<file path="src/rtl/vpic_pkg.sv">
package vpic_pkg;

  typedef enum logic [1:0] {
    TRIG_LOW  = 2'd0,
    TRIG_HIGH = 2'd1,
    TRIG_FALL = 2'd2,
    TRIG_RISE = 2'd3
  } trig_e;

  localparam int OFS_RAW    = 'h100;
  localparam int OFS_ACTIVE = 'h104;
  localparam int OFS_STATUS = 'h108;
  localparam int OFS_VECTOR = 'h10C;
  localparam int OFS_SRCNUM = 'h110;
  localparam int OFS_ENABLE = 'h114;
  localparam int OFS_OUTSTS = 'h118;
  localparam int OFS_UNMASK = 'h120;
  localparam int OFS_MASK   = 'h124;
  localparam int OFS_SET    = 'h128;
  localparam int OFS_CLEAR  = 'h12C;
  localparam int OFS_EOS    = 'h130;

  // Byte offset returned on a vector read: index scaled by the register stride.
  function automatic logic [31:0] vec_offset(input logic [31:0] idx);
    return idx << 2;
  endfunction

  // Does an input pair (now, previous) raise a request for a given trigger type?
  function automatic logic level_req(input trig_e t, input logic now);
    case (t)
      TRIG_HIGH: return now;
      TRIG_LOW:  return ~now;
      default:   return 1'b0;
    endcase
  endfunction

  function automatic logic edge_req(input trig_e t, input logic now, input logic prev);
    case (t)
      TRIG_RISE: return now & ~prev;
      TRIG_FALL: return ~now & prev;
      default:   return 1'b0;
    endcase
  endfunction

endpackage

</file>
<file path="src/rtl/vpic_src_bank.sv">
module vpic_src_bank
  import vpic_pkg::*;
#(
  parameter int N  = 32,
  parameter int PW = 3,
  localparam int IW = $clog2(N)
) (
  input  logic            clk,
  input  logic            rst_n,
  input  logic [N-1:0]    src_in,
  input  logic            ctrl_we,
  input  logic [IW-1:0]   ctrl_idx,
  input  logic [7:0]      ctrl_wdata,
  input  logic [N-1:0]    set_cmd,
  input  logic [N-1:0]    clr_cmd,
  input  logic [N-1:0]    take_clr,
  output logic [N-1:0]    raw,
  output logic [N*PW-1:0] prio_flat,
  output logic [N*8-1:0]  ctrl_flat
);

  for (genvar g = 0; g < N; g++) begin : g_src
    trig_e          trig_q;
    logic [PW-1:0]  prio_q;
    logic           src_q;
    logic           lat_q;
    logic           edge_hit;

    assign edge_hit = edge_req(trig_q, src_in[g], src_q);

    always_ff @(posedge clk or negedge rst_n) begin
      if (!rst_n) begin
        trig_q <= TRIG_LOW;
        prio_q <= '0;
        src_q  <= 1'b0;
        lat_q  <= 1'b0;
      end else begin
        src_q <= src_in[g];
        if (ctrl_we && ctrl_idx == IW'(g)) begin
          trig_q <= trig_e'(ctrl_wdata[7:6]);
          prio_q <= ctrl_wdata[PW-1:0];
        end
        if (edge_hit || set_cmd[g])
          lat_q <= 1'b1;
        else if (clr_cmd[g] || take_clr[g])
          lat_q <= 1'b0;
      end
    end

    assign raw[g]                  = level_req(trig_q, src_in[g]) | lat_q;
    assign prio_flat[g*PW +: PW]   = prio_q;
    assign ctrl_flat[g*8 +: 8]     = {trig_q, {(6-PW){1'b0}}, prio_q};
  end

endmodule

</file>
<file path="src/rtl/vpic_arbiter.sv">
module vpic_arbiter #(
  parameter int N  = 32,
  parameter int PW = 3,
  localparam int IW = $clog2(N)
) (
  input  logic [N-1:0]    pend,
  input  logic [N*PW-1:0] prio_flat,
  output logic [IW-1:0]   win_idx,
  output logic            pend_any
);

  // Scan from the top index down; ">=" lets a lower index take over a tie.
  function automatic logic [IW:0] pick(input logic [N-1:0] p, input logic [N*PW-1:0] pf);
    logic          found;
    logic [PW-1:0] best;
    logic [IW-1:0] idx;
    found = 1'b0;
    best  = '0;
    idx   = '0;
    for (int i = N - 1; i >= 0; i--) begin
      if (p[i] && (!found || pf[i*PW +: PW] >= best)) begin
        found = 1'b1;
        best  = pf[i*PW +: PW];
        idx   = IW'(i);
      end
    end
    return {found, idx};
  endfunction

  assign {pend_any, win_idx} = pick(pend, prio_flat);

endmodule

</file>
<file path="src/rtl/vpic_service.sv">
module vpic_service #(
  parameter int N = 32,
  localparam int IW = $clog2(N)
) (
  input  logic          clk,
  input  logic          rst_n,
  input  logic          pend_any,
  input  logic          vec_rd,
  input  logic          eos_wr,
  input  logic [IW-1:0] win_idx,
  output logic          irq_q,
  output logic          in_service,
  output logic          vec_take,
  output logic [IW-1:0] srv_idx
);

  assign vec_take = vec_rd & irq_q & pend_any;

  always_ff @(posedge clk or negedge rst_n) begin
    if (!rst_n) begin
      irq_q      <= 1'b0;
      in_service <= 1'b0;
      srv_idx    <= '0;
    end else if (vec_take) begin
      irq_q      <= 1'b0;
      in_service <= 1'b1;
      srv_idx    <= win_idx;
    end else if (eos_wr && in_service) begin
      in_service <= 1'b0;
      irq_q      <= pend_any;
    end else begin
      irq_q      <= ~in_service & pend_any;
    end
  end

endmodule

</file>
<file path="src/rtl/vpic_ctrl.sv">
module vpic_ctrl
  import vpic_pkg::*;
#(
  parameter int N  = 32,
  parameter int PW = 3,
  parameter int AW = 12,
  parameter int DW = 32
) (
  input  logic          clk,
  input  logic          rst_n,
  input  logic [N-1:0]  src_in,
  input  logic          bus_rd,
  input  logic          bus_wr,
  input  logic [AW-1:0] bus_addr,
  input  logic [DW-1:0] bus_wdata,
  output logic [DW-1:0] bus_rdata,
  output logic          irq_n
);

  localparam int IW = $clog2(N);
  localparam logic [AW-1:0] A_RAW    = AW'(OFS_RAW);
  localparam logic [AW-1:0] A_ACTIVE = AW'(OFS_ACTIVE);
  localparam logic [AW-1:0] A_STATUS = AW'(OFS_STATUS);
  localparam logic [AW-1:0] A_VECTOR = AW'(OFS_VECTOR);
  localparam logic [AW-1:0] A_SRCNUM = AW'(OFS_SRCNUM);
  localparam logic [AW-1:0] A_ENABLE = AW'(OFS_ENABLE);
  localparam logic [AW-1:0] A_OUTSTS = AW'(OFS_OUTSTS);
  localparam logic [AW-1:0] A_UNMASK = AW'(OFS_UNMASK);
  localparam logic [AW-1:0] A_MASK   = AW'(OFS_MASK);
  localparam logic [AW-1:0] A_SET    = AW'(OFS_SET);
  localparam logic [AW-1:0] A_CLEAR  = AW'(OFS_CLEAR);
  localparam logic [AW-1:0] A_EOS    = AW'(OFS_EOS);

  // Named internal events, also observed by the bound checker.
  logic            ctrl_hit, ctrl_we, vec_rd, eos_wr, vec_take, pend_any;
  logic            irq_q, in_service;
  logic [IW-1:0]   ctrl_idx, win_idx, srv_idx;
  logic [N-1:0]    en_q, raw, pend, set_cmd, clr_cmd, take_clr, act_vec;
  logic [N*PW-1:0] prio_flat;
  logic [N*8-1:0]  ctrl_flat;

  assign ctrl_hit = (bus_addr[1:0] == 2'b00) && ({2'b00, bus_addr[AW-1:2]} < AW'(N));
  assign ctrl_idx = bus_addr[IW+1:2];
  assign ctrl_we  = bus_wr && ctrl_hit;
  assign vec_rd   = bus_rd && (bus_addr == A_VECTOR);
  assign eos_wr   = bus_wr && (bus_addr == A_EOS);
  assign set_cmd  = (bus_wr && bus_addr == A_SET)   ? bus_wdata[N-1:0] : '0;
  assign clr_cmd  = (bus_wr && bus_addr == A_CLEAR) ? bus_wdata[N-1:0] : '0;
  assign take_clr = vec_take ? (N'(1) << win_idx) : '0;
  assign pend     = raw & en_q;
  assign act_vec  = in_service ? (N'(1) << srv_idx) : '0;
  assign irq_n    = ~irq_q;

  always_ff @(posedge clk or negedge rst_n) begin
    if (!rst_n)
      en_q <= '0;
    else if (bus_wr && bus_addr == A_UNMASK)
      en_q <= en_q | bus_wdata[N-1:0];
    else if (bus_wr && bus_addr == A_MASK)
      en_q <= en_q & ~bus_wdata[N-1:0];
  end

  vpic_src_bank #(.N(N), .PW(PW)) u_bank (
    .clk        (clk),
    .rst_n      (rst_n),
    .src_in     (src_in),
    .ctrl_we    (ctrl_we),
    .ctrl_idx   (ctrl_idx),
    .ctrl_wdata (bus_wdata[7:0]),
    .set_cmd    (set_cmd),
    .clr_cmd    (clr_cmd),
    .take_clr   (take_clr),
    .raw        (raw),
    .prio_flat  (prio_flat),
    .ctrl_flat  (ctrl_flat)
  );

  vpic_arbiter #(.N(N), .PW(PW)) u_arb (
    .pend      (pend),
    .prio_flat (prio_flat),
    .win_idx   (win_idx),
    .pend_any  (pend_any)
  );

  vpic_service #(.N(N)) u_svc (
    .clk        (clk),
    .rst_n      (rst_n),
    .pend_any   (pend_any),
    .vec_rd     (vec_rd),
    .eos_wr     (eos_wr),
    .win_idx    (win_idx),
    .irq_q      (irq_q),
    .in_service (in_service),
    .vec_take   (vec_take),
    .srv_idx    (srv_idx)
  );

  always_comb begin
    bus_rdata = '0;
    case (bus_addr)
      A_RAW:    bus_rdata = DW'(raw);
      A_ACTIVE: bus_rdata = DW'(act_vec);
      A_STATUS: bus_rdata = DW'(pend);
      A_VECTOR: bus_rdata = DW'(vec_offset(32'(win_idx)));
      A_SRCNUM: bus_rdata = DW'(srv_idx);
      A_ENABLE: bus_rdata = DW'(en_q);
      A_OUTSTS: bus_rdata = DW'(irq_q);
      default:  if (ctrl_hit) bus_rdata = DW'(ctrl_flat[ctrl_idx*8 +: 8]);
    endcase
  end

endmodule

</file>
<file path="config.mk">
export PLATFORM = sky130hd
export DESIGN_NAME = vpic_ctrl
export DESIGN_NICKNAME = d
export VERILOG_FILES = /design/src/rtl/vpic_pkg.sv /design/src/rtl/vpic_src_bank.sv /design/src/rtl/vpic_arbiter.sv /design/src/rtl/vpic_service.sv /design/src/rtl/vpic_ctrl.sv
export SDC_FILE = /design/constraint.sdc
export NUM_CORES = 1
export LEC_CHECK = 0
export BUFFER_PORTS_ARGS = -buffer_cell sky130_fd_sc_hd__buf_4
export CORE_UTILIZATION = 60
export DETAILED_ROUTE_END_ITERATION = 6
export HOLD_SLACK_MARGIN = 0.02
export PLACE_DENSITY_LB_ADDON = 0.25
export RECOVER_POWER = 50
export SLEW_MARGIN = 20
export SYNTH_ARGS = -nofsm -noshare
export SYNTH_HDL_FRONTEND = slang
export SYNTH_HIERARCHICAL = 1
export SYNTH_SLANG_ARGS = --single-unit
</file>
<file path="constraint.sdc">
create_clock -name clk -period 77.7 [get_ports clk]
set_input_delay 11.655 -clock clk [delete_from_list [all_inputs] [get_ports clk]]
set_output_delay 11.655 -clock clk [all_outputs]
set_load 0.05 [all_outputs]
</file>
== After elaboration in Yosys (flattened, before gate mapping) ==
Index checks and enable logic that the tools add are counted.
Storage, ports and cells
  output and inout port bits: 33
  input port bits: 80
  register bits after elaboration: 263
  word-level logic and storage cells: 976
Cells by class
  shifts and indexed selects: 3
  reduce and logical (&&, ||, !) cells: 266
  magnitude comparators: 32
  mux-type cells: 235
  bitwise gates (word level): 169
  equality and inequality tests: 139
Operators with widths (number)
  256-bit by 9-bit variable part select with 8-bit output: 1
  32-bit one-hot mux with 7 select lines: 1
  32-bit 2-to-1 mux: 6
  5-bit 2-to-1 mux: 32
  12-bit by 9-bit == test with 1-bit output, second input constant: 12
  2-bit == test, second input constant: 64
  1-bit one-hot mux with 2 select lines: 64
  1-bit 2-to-1 mux: 100
  1-bit logical OR: 95
  3-bit greater-or-equal comparator: 31
  3-bit 2-to-1 mux: 31
  5-bit == test, second input constant: 16
  1-bit logical AND: 72
  2-bit nonzero test: 34
  1-bit bitwise AND: 67
  2-bit zero test: 33
  1-bit NOT: 66
  32-bit bitwise AND: 2
  2-bit by 1-bit == test with 1-bit output, second input constant: 32
  1-bit by 5-bit left shift with 32-bit output, first input constant: 2
  5-bit by 4-bit == test with 1-bit output, second input constant: 8
  32-bit NOT: 1
  1-bit OR: 32
  32-bit OR: 1
  other kinds (7): 41

== Depth between registers and ports, before layout ==
  depth after elaboration: 134
  depth in mapped cells: 238
  gate-level depth less buffers: 233

== Cells and area by module ==
The synthesis kept the hierarchy.
By module, submodules not included
  vpic_src_bank: instances 1, cells an instance 864, sequential area each 5605.4 um^2, area an instance 10676.5 um^2
  vpic_ctrl: instances 1, cells an instance 636, sequential area each 800.8 um^2, area an instance 5597.9 um^2
  vpic_arbiter: instances 1, cells an instance 762, sequential area each 0.0 um^2, area an instance 5277.6 um^2
  vpic_service: instances 1, cells an instance 18, sequential area each 175.2 um^2, area an instance 291.5 um^2

== Worst setup path before layout ==
OpenSTA, ideal clock, no wires.
  path type: input -> output
  from: in src_in[31]
  to: out bus_rdata[6]
  required time: 66.045 ns
  cell stages on the path: 223
  path slack: 13.313 ns
  arrival: 52.732 ns
  path buffers: 4
  cell sequence: xor2_1 -> o21bai_1 -> and2_1 -> and2_1 -> inv_1 -> ha_1 -> nand2_1 -> o211a_1 -> o21ai_0 -> nand2_1 -> ha_1 -> nand2b_1 -> a2111o_1 -> a32oi_1 -> a21o_1 -> ha_1 -> o21ai_0 -> o221ai_1 -> [187 not listed] -> nor2b_1 -> o31ai_1 -> nor2_1 -> a31oi_1 -> o21ai_1 -> ha_1 -> nand2b_1 -> a21o_1 -> a21o_1 -> o21ai_0 -> nand2_1 -> nor2_1 -> nand3_1 -> nor3b_1 -> mux2_2 -> nand2_1 -> o221ai_1 -> or4_1
Between the ends
  longest elaborated chain between the ends: 130
  elaborated cells between the ends (all ways): 223
  classes of those cells: order compare (31); mux (96); bitwise (3); reduce/logical (93)
RTL lines
  from (decl): RTL line vpic_ctrl.sv:11  | input logic [N-1:0] src_in,
  1-bit NOT: RTL line vpic_pkg.sv:32  | TRIG_LOW: return ~now;
  1-bit one-hot mux with 2 select lines (*): RTL line vpic_pkg.sv:30  | case (t)
  1-bit OR (*): RTL line vpic_src_bank.sv:50  | assign raw[g] = level_req(trig_q, src_in[g]) | lat_q;
  net raw[31]: RTL line vpic_ctrl.sv:38  | logic [N-1:0] en_q, raw, pend, set_cmd, clr_cmd, take_clr, act_vec;
  32-bit bitwise AND (*): RTL line vpic_ctrl.sv:50  | assign pend = raw & en_q;
  net pend[31]: RTL line vpic_ctrl.sv:38
  3-bit 2-to-1 mux or 1-bit 2-to-1 mux (tied branches): RTL line vpic_arbiter.sv:21  | if (p[i] && (!found || pf[i*PW +: PW] >= best)) begin
  3-bit greater-or-equal comparator or 1-bit zero test (tied branches): RTL line vpic_arbiter.sv:21
  [117 not listed]
  1-bit logical AND: RTL line vpic_arbiter.sv:21
  3-bit 2-to-1 mux or 1-bit 2-to-1 mux (tied branches): RTL line vpic_arbiter.sv:21
  3-bit greater-or-equal comparator or 1-bit zero test (tied branches): RTL line vpic_arbiter.sv:21
  1-bit logical OR: RTL line vpic_arbiter.sv:21
  1-bit logical AND: RTL line vpic_arbiter.sv:21
  5-bit 2-to-1 mux (*): RTL line vpic_arbiter.sv:21
  net win_idx[4]: RTL line vpic_ctrl.sv:37  | logic [IW-1:0] ctrl_idx, win_idx, srv_idx;
  32-bit one-hot mux with 7 select lines (*): RTL line vpic_ctrl.sv:100  | case (bus_addr)
  to (decl): RTL line vpic_ctrl.sv:16  | output logic [DW-1:0] bus_rdata,
Mark *: on every way through the listed nets, which the timed path passes. The rest lies on a longest branch.

== Worst setup path after layout ==
Same ends and word-level chain as after synthesis.

==> results_dict.tcl <==
set metrics [dict create \
    cts_tree "yes" \
    synth_area_mm2 0.0218 \
    yosys-top-cells-area "dfrtp_1 (30%), mux2_2 (11%), buf_4 (6.8%), mux4_2 (6.6%), ha_1 (4.0%)" \
    slowest_delay_ns 0.78 \
    routed_wl_um 70500 \
    min_delay_path_depth 1 \
    grt-ovfl-total 0 \
    boundaryPins 113 \
    power_frac_comb_pct 7.4 \
    synth_ff_type "dfrtp_1" \
    crit_top_cell "ha_1" \
    yosysUniqueCellTypes 112 \
    cts_sinks 263 \
    finalMaxSlewViolations 268 \
    antenna_left 0 \
    first_pass_iters 7 \
    wl_per_cell_um 25.6 \
    switchingPower_w 0.0000778 \
    synthTopCellsByCount "dfrtp_1 (263), nand2_1 (215), mux2_2 (207)" \
    viasPerCell 6.66 \
    std_cell_rows 69 \
    start_kind "input port" \
    dp_hpwl_um 50800 \
    cts-root-buf "clkbuf_16" \
    cp-end-kind "primary output" \
    grt_pass1_vias 17907 \
    fin_crit_sh_pct 90.4 \
    yosysTopAreaCell "dfrtp_1" \
    status "finished with violations" \
    worst_pin_slew_ns 5.44 \
    cts_buffer_depth 3 \
    fmax_mhz 14.2 \
    hold_class "reg -> reg" \
    drc_errors 16 \
    ys_warn_count 6 \
    fill_cells 3003 \
    yosys.area.top_type_share_pct 30.1 \
    synth_edf_count 0 \
    syn_inst 2280 \
    final_layout_size_suffix_gt1_share_pct 22.0 \
    die_h_um 193 \
    cp_max_fo 10 \
    r2r_cells 219 \
    criticalPathCategory "in -> out" \
    period_needed_ns 70.25 \
    power_density_mw_per_mm2 13.9 \
    power.leakage_nw 10.0 \
    drtIter0Drc 2032 \
    violations "DRC, capacitance limit, slew limit" \
    syn_to_final_growth_pct 4.92 \
    placed_area_mm2 0.0220 \
    synth_area_per_cell_um2 9.58 \
    cts_hold_buf 0 \
    num_vias 18347 \
    design_area_mm2 0.0229 \
    seq_area_mm2 0.00658 \
    clock_latency_ns 0.59 \
    pwr-share-clk_pct 48.7 \
    initial_core_util_pct 61.3 \
    slowest_stage "o31ai_1" \
    dieArea_mm2 0.0372 \
    setup_viol 0 \
    yosysMostFrequentCell "dfrtp_1" \
    relSlewSlack_pct -263 \
    rsz0062_at_grt "false" \
    grt_pass1_wl_um 107000 \
    core-area_mm2 0.0357 \
    clk_pin_slew_ns 0.06 \
    postCtsResizedCells 0 \
    place.gp.congestion 1.01 \
    clock_skew_ns 0.0298 \
    numCtsBuffers 30 \
    worstPathArrival_ns 58.60 \
    multi_input_area_mm2 0.0135 \
    max-vdd-ir-drop_uv 20.2 \
    fin_setup_tns_ns 0 \
    final_nets 2417 \
    die_x_um 193 \
    async_reset_ff_share_pct 100 \
    antenna_found_initial 1 \
    finalPower_w 0.000319 \
    seqPwrFrac_pct 43.9 \
    maxCapViolations 3 \
    post_cts_buffers 0 \
    synth_seq_area_share_pct 30.1 \
    p_int_w 0.000241 \
    switching_share_pct 24.4 \
    numPortBuffers 112 \
    grt_start_max_net_pins 183 \
    hold_violations 0 \
    ys_ff_latch 263 \
    dpl_worst_slack_ns 8.67 \
    track_usage_pct 38.5 \
    htree_levels 1 \
    worstPathRequired_ns 66.05 \
    setup_ws_ns 7.45 \
]
logic make-up (layout without fill, tap and decap cells):
group | count (synthesis) | after routing | synth area share, %
AND/OR/NAND/NOR | 764 | 764 | 18.6
multiplexers | 300 | 300 | 18.7
flip-flops | 263 | 263 | 30.1
adder cells (fa/ha/maj) | 71 | 71 | 4.05
XOR/XNOR | 32 | 32 | 1.28
buffers and inverters | 352 | 269 | 9.76
AO/OA/AOI/OAI | 497 | 497 | 17.4
other | 1 | 97 | 0.0172
per-layer routing:
metal / vias up / GRT usage [%] / wire length, um / part of all wire, %
met1: 9143 / 52.0 / 29600 / 42
met3: 182 / 9.38 / 6620 / 9.4
met5: - / 1.37 / 74 / 0.10
met2: 952 / 58.9 / 31300 / 44
li1: 8067 / - / - / -
met4: 3 / 15.7 / 2990 / 4.2
cell type report:
class	count	share of cell area [%]
diodes	1	0.0109
clock buffers	41	3.77
clock inverters	15	0.928
inverters	82	1.34
multi-input cells	1760	59.0
flip-flops and latches	263	28.7
well taps	461	2.52
repair buffers	131	3.72
critical path: cells and delay by family:
family,cells,cell delay [ns]
AO/OA/AOI/OAI,99,21.80
multiplexers,8,2.78
AND/OR/NAND/NOR,76,13.15
buffers and inverters,5,0.50
adder cells (fa/ha/maj),32,8.50
XOR/XNOR,1,0.18
final timing paths:
check                                                             from                                 end  slack (ns)
max in group asynchronous                                        rst_n    u_bank/g_src[18].src_q$_DFF_PN0_       54.81
worst max register to register  u_bank/g_src[31].trig_q[0]$_DFFE_PN0P_  u_bank/g_src[16].lat_q$_DFFE_PN0P_       29.44
min in group asynchronous                                        rst_n     u_bank/g_src[4].src_q$_DFF_PN0_       12.64
worst max-delay path                                        src_in[31]                        bus_rdata[6]        7.45
worst min register to register      u_bank/g_src[18].lat_q$_DFFE_PN0P_  u_bank/g_src[18].lat_q$_DFFE_PN0P_        0.51
worst min-delay path                u_bank/g_src[18].lat_q$_DFFE_PN0P_  u_bank/g_src[18].lat_q$_DFFE_PN0P_        0.51
placed cells by master, fill, tap and decap left out, drive strengths merged, types with 10 or more instances in the layout:
cell type | Yosys | layout
a221o | 52 | 52
clkbuf | 41 | 76
a31oi | 23 | 23
nor2b | 38 | 38
o21ai | 76 | 76
ha | 69 | 69
nor3 | 39 | 39
or2 | 16 | 16
nor3b | 15 | 15
nor4 | 19 | 19
o211ai | 27 | 27
conb | 1 | 96
buf | 229 | 96
xor2 | 32 | 32
a21oi | 84 | 84
o21bai | 41 | 41
a21boi | 10 | 10
o31ai | 12 | 12
nand3 | 30 | 30
o22ai | 38 | 38
mux2i | 24 | 24
nand2b | 75 | 75
a21o | 18 | 18
and2 | 113 | 113
mux4 | 64 | 64
a22oi | 11 | 11
o21a | 16 | 16
a211oi | 10 | 10
dfrtp | 263 | 263
mux2 | 212 | 212
nand2 | 215 | 215
nand4 | 10 | 10
inv | 81 | 81
nor2 | 134 | 134
and3 | 21 | 21
metrics by stage:
step           hold WS (ns)  util, %  std cells
6_report              0.508     64.3       2754
5_1_grt               0.522     64.3       2753
4_1_cts               0.510     64.6       2752
3_5_place_dp          0.495     61.6       2696
3_3_place_gp          0.489     61.6       2696
2_1_floorplan         0.474        -       2375
power by group through the flow:
stage / sequential (W) / combinational [W] / clock, W
2_1_floorplan: 0.000142 / 0.0000166 / 0
3_3_place_gp: 0.000142 / 0.0000235 / 0
3_5_place_dp: 0.000142 / 0.0000240 / 0
4_1_cts: 0.000140 / 0.0000240 / 0.000157
5_1_grt: 0.000140 / 0.0000256 / 0.000162
6_report: 0.000140 / 0.0000236 / 0.000156
(Power assumes the default switching activity.)
